==> src/rtl/mrt_pkg.sv <==
package mrt_pkg;

    typedef enum logic [1:0] {
        SZ_B1 = 2'd0,
        SZ_B2 = 2'd1,
        SZ_B4 = 2'd2,
        SZ_B8 = 2'd3
    } ld_size_e;

    // Byte length for a size code
    function automatic logic [3:0] size_bytes(input ld_size_e sz);
        return 4'd1 << sz;
    endfunction

endpackage

==> src/rtl/mrt_overlap.sv <==
module mrt_overlap
    import mrt_pkg::*;
#(
    parameter int ADDR_W = 32
) (
    input  logic [ADDR_W-1:0] base,
    input  ld_size_e          size,
    input  logic [ADDR_W-1:0] addr,
    output logic              hit
);
    localparam int EXT_W = ADDR_W + 1;

    logic [EXT_W-1:0] lo_w;
    logic [EXT_W-1:0] hi_w;
    logic [EXT_W-1:0] a_w;

    always_comb begin
        lo_w = {1'b0, base};
        hi_w = lo_w + EXT_W'(size_bytes(size));
        a_w  = {1'b0, addr};
        hit  = (a_w >= lo_w) && (a_w < hi_w);
    end

endmodule

==> src/rtl/mrt_lowpick.sv <==
module mrt_lowpick #(
    parameter int N = 8,
    localparam int IDX_W = (N > 1) ? $clog2(N) : 1
) (
    input  logic [N-1:0]     req,
    output logic [N-1:0]     gnt,
    output logic [IDX_W-1:0] idx,
    output logic             any
);
    always_comb begin
        gnt = '0;
        idx = '0;
        any = 1'b0;
        for (int i = N - 1; i >= 0; i--) begin
            if (req[i]) begin
                gnt = '0;
                gnt[i] = 1'b1;
                idx = IDX_W'(i);
                any = 1'b1;
            end
        end
    end

endmodule

==> src/rtl/mm_replay_tracker.sv <==
module mm_replay_tracker
    import mrt_pkg::*;
#(
    parameter int ENTRIES = 8,
    parameter int TAG_W   = 6,
    parameter int ADDR_W  = 32
) (
    input  logic              clk,
    input  logic              rst_n,
    input  logic              mv_start,
    input  logic              mv_end,
    input  logic              flush,
    input  logic              st_valid,
    input  logic [ADDR_W-1:0] st_addr,
    input  logic              ld_alloc,
    input  logic [TAG_W-1:0]  ld_tag,
    input  logic [ADDR_W-1:0] ld_addr,
    input  logic [1:0]        ld_size,
    input  logic              ld_retire,
    input  logic [TAG_W-1:0]  ld_retire_tag,
    output logic              rp_valid,
    output logic [TAG_W-1:0]  rp_tag,
    output logic              ld_stall,
    output logic              st_hold
);
    localparam int IDX_W = (ENTRIES > 1) ? $clog2(ENTRIES) : 1;

    typedef struct packed {
        logic                          active;
        logic [ENTRIES-1:0]            vld;
        logic [ENTRIES-1:0]            pend;
        logic [ENTRIES-1:0][TAG_W-1:0] tag;
        logic [ENTRIES-1:0][ADDR_W-1:0] base;
        logic [ENTRIES-1:0][1:0]       size;
        logic                          rp_v;
        logic [TAG_W-1:0]              rp_t;
    } state_t;

    state_t state_d;
    state_t state_q;

    // ---------------- comparison against the copy write ----------------
    logic [ENTRIES-1:0] ent_hit;
    logic               new_hit;

    for (genvar g = 0; g < ENTRIES; g++) begin : g_cmp
        mrt_overlap #(.ADDR_W(ADDR_W)) u_cmp (
            .base (state_q.base[g]),
            .size (ld_size_e'(state_q.size[g])),
            .addr (st_addr),
            .hit  (ent_hit[g])
        );
    end

    mrt_overlap #(.ADDR_W(ADDR_W)) u_cmp_new (
        .base (ld_addr),
        .size (ld_size_e'(ld_size)),
        .addr (st_addr),
        .hit  (new_hit)
    );

    // ---------------- free slot selection ----------------
    logic [ENTRIES-1:0] free_gnt;
    logic [IDX_W-1:0]   free_idx;
    logic               free_any;

    mrt_lowpick #(.N(ENTRIES)) u_free (
        .req (~state_q.vld),
        .gnt (free_gnt),
        .idx (free_idx),
        .any (free_any)
    );

    // ---------------- stage A: table after retire, alloc and hits ----------------
    logic                          store_ok;
    logic                          accept_ld;
    logic [ENTRIES-1:0]            ret_match;
    logic [ENTRIES-1:0]            vld_a;
    logic [ENTRIES-1:0]            pend_a;
    logic [ENTRIES-1:0][TAG_W-1:0] tag_a;
    logic [ENTRIES-1:0][ADDR_W-1:0] base_a;
    logic [ENTRIES-1:0][1:0]       size_a;

    always_comb begin
        store_ok  = st_valid && state_q.active;
        accept_ld = ld_alloc && state_q.active && free_any;
        for (int i = 0; i < ENTRIES; i++) begin
            ret_match[i] = ld_retire && state_q.vld[i]
                           && (state_q.tag[i] == ld_retire_tag);
        end
        vld_a  = state_q.vld & ~ret_match;
        pend_a = state_q.pend & vld_a;
        if (store_ok) begin
            pend_a = pend_a | (ent_hit & vld_a);
        end
        tag_a  = state_q.tag;
        base_a = state_q.base;
        size_a = state_q.size;
        if (accept_ld) begin
            vld_a[free_idx]  = 1'b1;
            pend_a[free_idx] = store_ok && new_hit;
            tag_a[free_idx]  = ld_tag;
            base_a[free_idx] = ld_addr;
            size_a[free_idx] = ld_size;
        end
    end

    // ---------------- replay selection ----------------
    logic [ENTRIES-1:0] rp_gnt;
    logic [IDX_W-1:0]   rp_idx;
    logic               rp_any;

    mrt_lowpick #(.N(ENTRIES)) u_rp (
        .req (pend_a),
        .gnt (rp_gnt),
        .idx (rp_idx),
        .any (rp_any)
    );

    // ---------------- next state ----------------
    always_comb begin
        state_d      = state_q;
        state_d.tag  = tag_a;
        state_d.base = base_a;
        state_d.size = size_a;
        state_d.vld  = vld_a & ~rp_gnt;
        state_d.pend = pend_a & ~rp_gnt;
        state_d.rp_v = rp_any;
        state_d.rp_t = rp_any ? tag_a[rp_idx] : '0;
        if (mv_end) begin
            state_d.active = 1'b0;
            state_d.vld    = state_d.vld & state_d.pend;
        end
        if (mv_start) begin
            state_d.active = 1'b1;
        end
        if (flush) begin
            state_d.active = 1'b0;
            state_d.vld    = '0;
            state_d.pend   = '0;
            state_d.rp_v   = 1'b0;
            state_d.rp_t   = '0;
        end
    end

    always_ff @(posedge clk or negedge rst_n) begin
        if (!rst_n) begin
            state_q <= '0;
        end else begin
            state_q <= state_d;
        end
    end

    assign rp_valid = state_q.rp_v;
    assign rp_tag   = state_q.rp_t;
    assign st_hold  = state_q.active;
    assign ld_stall = state_q.active && (&state_q.vld);

    // ---------------- assertions ----------------
    a_r2_start_holds: assert property (@(posedge clk) disable iff (!rst_n)
        (mv_start && !flush) |=> st_hold);

    a_r10_flush_empties: assert property (@(posedge clk) disable iff (!rst_n)
        flush |=> (!st_hold && !rp_valid && (state_q.vld == '0)));

    a_r9_end_keeps_pending_only: assert property (@(posedge clk) disable iff (!rst_n)
        (mv_end && !mv_start && !flush) |=> ((state_q.vld & ~state_q.pend) == '0));

    a_r5_replay_has_cause: assert property (@(posedge clk) disable iff (!rst_n)
        rp_valid |-> $past(st_valid || (|state_q.pend)));

    a_r6_pend_within_valid: assert property (@(posedge clk) disable iff (!rst_n)
        ((state_q.pend & ~state_q.vld) == '0));

    a_r7_single_grant: assert property (@(posedge clk) disable iff (!rst_n)
        $onehot0(rp_gnt));

    a_r7_grant_is_lowest: assert property (@(posedge clk) disable iff (!rst_n)
        (rp_gnt != '0) |-> (((pend_a & (rp_gnt - 1'b1)) == '0) && ((rp_gnt & pend_a) != '0)));

    a_r8_stall_only_active: assert property (@(posedge clk) disable iff (!rst_n)
        ld_stall |-> st_hold);

endmodule

==> config.mk <==
export PLATFORM = sky130hd
export DESIGN_NAME = mm_replay_tracker
export DESIGN_NICKNAME = d
export VERILOG_FILES = /design/src/rtl/mrt_pkg.sv /design/src/rtl/mrt_overlap.sv /design/src/rtl/mrt_lowpick.sv /design/src/rtl/mm_replay_tracker.sv
export SDC_FILE = /design/constraint.sdc
export NUM_CORES = 2
export LEC_CHECK = 0
export BUFFER_PORTS_ARGS = -buffer_cell sky130_fd_sc_hd__buf_4
export CORE_AREA = 2 2 274 276
export CTS_BUF_LIST = sky130_fd_sc_hd__clkbuf_8
export DETAILED_ROUTE_END_ITERATION = 8
export DIE_AREA = 0 0 276 278
export PLACE_DENSITY_LB_ADDON = 0.08
export SLEW_MARGIN = 15
export SYNTH_ARGS = -nofsm -noshare
export SYNTH_HDL_FRONTEND = slang
export SYNTH_SLANG_ARGS = --single-unit
==> constraint.sdc <==
create_clock -name clk -period 5.1 [get_ports clk]
set_input_delay 0.255 -clock clk [delete_from_list [all_inputs] [get_ports clk]]
set_output_delay 0.255 -clock clk [all_outputs]
set_load 0.02 [all_outputs]
==> results.tsv <==
stage	metric	value	unit
status	status	finished with violations	
status	failing checks	DRC, setup timing	
clock_tree	clk sinks	343	
sta	RSZ-0062 raised after global routing	yes	
sta	Fin Hold WS	0.04337	ns
floorplanning	die width	276	um
setup_path	internal reg-to-reg setup slack	-0.55	ns
floorplanning	Placement Rows	100	
clock_tree	Max Root-Sink Buffers	3	
synth	Seq/Total Area, Yosys	0.2613	
floorplanning	core area	73820	um2
setup_path	Crit Path Category	reg2reg	
setup_path	worst r2r src	state_q[8]$_DFFE_PN0P_	
cells_and_area	area grow syn2layout	22.32	%
setup_path	worst r2r path cells	26	
detailed_routing	vias per inst	5.566	
global_route	grt ovf	0	
sta	achievable frequency	177.0	MHz
synth	Avg Inst Size Synth	8.507	um2
detailed_routing	via count	30100	
cells_and_area	fin nets	5091	
synth	leading area contributor after synthesis	dfrtp_1	
detailed_routing	DR WL/cell	20.23	um
placed_design	port bufs	94	
synth	synthesized instance count	3861	
sta	Final Worst Setup Slack	-0.5511	ns
setup_path	startpoint types	flop	
sta	slew of the pin with the lowest slew margin	1.038	ns
clock_tree	root buffer cell	clkbuf_8	
global_route	initial antenna violation count	1	
pwr	Final Power	0.007724	W
detailed_routing	Antenna Nets Post-Route	0	
synth	top-area cell type share of the netlist area	0.2613	
setup_path	worst path required time	5.65	ns
pwr	worst vdd rail ir drop	0.1494	mV
synth	Unique masters post-synth	87	
sta	Final period util	1.108	
synth	FFs w/ async S/R, synth	1.000	
worst_hold_path	hold crit path type	in2reg	
placed_design	detailed-placement wirelength estimate	87.14	mm
cells_and_area	most frequent cells in the layout	ha_1, buf_4, nand2_1	
detailed_routing	initial drt markers	1745	
global_route	vias in the first global route	29970	
floorplanning	initial core utilization	0.4449	
clock_tree	H-tree Lvls	3	
synth	top cells by area, synth	dfrtp_1, ha_1, xnor2_1	
cells_and_area	leading cell type in the layout, fill and taps excluded	ha_1	
setup_path	Worst Setup SP	state_q[8]$_DFFE_PN0P_	
sta	max_slew headroom	0.2988	
sta	Clock Skew	0.03390	ns
sta	setup tns final	-2.860	ns
global_route	largest net degree at the start of global routing	109	
floorplanning	die area	76730	um2
pwr	P_leak	19.60	nW
job	total of max-cap violations	0	
sta	min Tclk post-route	5.651	ns
clock_tree	CTS buffer count	69	
cells_and_area	Fill cells	7056	
setup_path	Crit Path Max Fanout	5	
detailed_routing	DRC viols	6	
setup_path	WP data arrival	6.20	ns
sta	count of final hold-check violations	0	
global_route	GRT Util Overall	0.2834	
detailed_routing	drt pass-1 iters	9	
clock_tree	Worst-Skew Late Latency	0.67	ns
pwr	power per cell area	192.2	nW/um2
detailed_routing	drt total wl	109.4	mm
setup_path	worst r2r dst	rp_tag[1]$_DFF_PN0_	
synth	Syn. warnings	0	
sta	Final Setup Violations	7	
clock_tree	clk slew on worst S/H paths	0.06	ns
worst_hold_path	Hold Path Origin	ld_addr[17]	
synth	Post-Syn Area	32850	um2
floorplanning	num ports	95	
cells_and_area	fraction of layout cells with a size suffix above 1	0.2013	
setup_path	end point of the critical path	rp_tag[1]$_DFF_PN0_	
placed_design	gp weighted congestion	0.9231	
setup_path	Worst Setup End Kind	flop	
clock_tree	CTS tree	yes	
floorplanning	Die Height	278	um
global_route	first-pass GRT wire length	169.5	mm
synth	dominant synthesized flop cell	dfrtp_1	
synth	Yosys reg bits	343	
sta	Max Transition Viols Final	0	
synth	Post-synth EDFFs	0	
synth	Syn Nets	4559	
kinds of logic after synthesis:
family                     after synthesis  share of synthesized area
DFF                                    343                     0.2613
adders and majority gates              612                     0.2352
xor gates and xnor gates               318                    0.08480
buffers and inverters                  446                    0.05489
and+or+nand+nor                       1199                     0.1787
AOI/OAI and AO/OA                      859                     0.1569
muxes                                   84                    0.02819
layer usage:
layer	share of wire	GRT usage	vias up
met3	0.044	0.03408	152
met5	0	0	-
met2	0.47	0.4785	582
met1	0.46	0.3777	14460
li1	-	-	14910
met4	0.029	0.09135	0
worst max-delay path, stage by stage, from the launching register on:
cell and delay (ns):
dfrtp_1 0.42, nor2_1 0.12, ha_2 0.20, buf_6 0.09, fa_2 0.23, nand3_4 0.08, a211oi_2 0.21, buf_4 0.16
nand4_1 0.14, buf_4 0.18, buf_4 0.13, xnor2_1 0.11, ha_1 0.32, a21oi_1 0.21, a211oi_2 0.10, a211oi_1 0.21
o21ai_1 0.12, o31ai_2 0.33, nand4_1 0.34, buf_4 0.27, o21ai_4 0.11, a21oi_2 0.09, a211oi_4 0.41, mux2_4 0.34
o211ai_1 0.23, o31ai_1 0.11, a221o_1 0.29
metrics by stage:
stage               cell area [um2]  setup WS (ns)  utilization  std cells
global placement              37650        -0.9279       0.5101       5241
finish                        40170        -0.5511       0.5442       5408
floorplan                     32960        -0.1209            -       3861
detailed placement            37650        -0.9491       0.5101       5241
CTS                           39650        -0.5516       0.5372       5393
global route                  40170        -0.8723       0.5442       5407
sequential cells by signal, summed over array words and instances (netlist names):
name,cells
st_hold,1
rp_valid,1
state_q,335
rp_tag,6
Yosys cell counts (5+ instances only):
cell type	number
xnor2_1	283
nor3b_1	9
buf_4	15
inv_1	321
buf_1	10
clkbuf_1	75
o21ai_0	365
nor2_1	147
a221oi_1	7
a21oi_1	220
and3_1	25
o22a_1	5
o2111ai_1	10
a21o_1	67
or3_1	8
a211o_1	8
o31ai_1	8
o41ai_1	7
a31oi_1	7
nand2b_1	18
a221o_1	7
ha_1	603
mux2i_1	16
nand3_1	126
dfrtp_1	343
a2111oi_0	13
buf_2	15
mux2_2	68
xor2_1	35
fa_1	9
o211ai_1	15
nand4_1	151
nor4_1	45
o22ai_1	5
a211oi_1	47
o21a_1	12
nor3_1	68
and4_1	31
nor2b_1	48
and2_1	27
nand2_1	472
cell type report:
type                    instances  area (um2)  share of cell area
clock buffers                  81        1115             0.02775
flip-flops and latches        343        8584              0.2137
well taps                     969        1212             0.03018
repair buffers                582        4507              0.1122
inverters                     325        1220             0.03037
clock inverters                34       254.0            0.006322
diodes                          2       5.005           0.0001246
multi-input cells            3072       23280              0.5794
what timing repair did:
item | CTS | global route
setup buffers | 15 | 17
gates resized for setup | 71 | 99
pin swaps | 39 | 38
hold endpoints to repair | 217 | 0
setup endpoints to repair | 17 | 19
hold buffers | 23 | 0
where the power goes:
part / internal (W) / total, W / switching, W
Clock: 0.00160 / 0.00298 / 0.00138
Combinational: 0.000764 / 0.00184 / 0.00107
Sequential: 0.00282 / 0.00291 / 0.0000827
how the worst min path moves through the flow:
stage	endpoint	slack, ns	depth (start not counted)
floorplan	rp_tag[0]$_DFF_PN0_	-0.04	0
global placement	state_q[116]$_DFFE_PN0P_	0.35	1
detailed placement	state_q[116]$_DFFE_PN0P_	0.37	1
CTS	state_q[72]$_DFFE_PN0P_	0.002	4
global route	state_q[238]$_DFFE_PN0P_	0.06	4
finish	state_q[72]$_DFFE_PN0P_	0.04	4
Power figures use the tool's default switching activity.
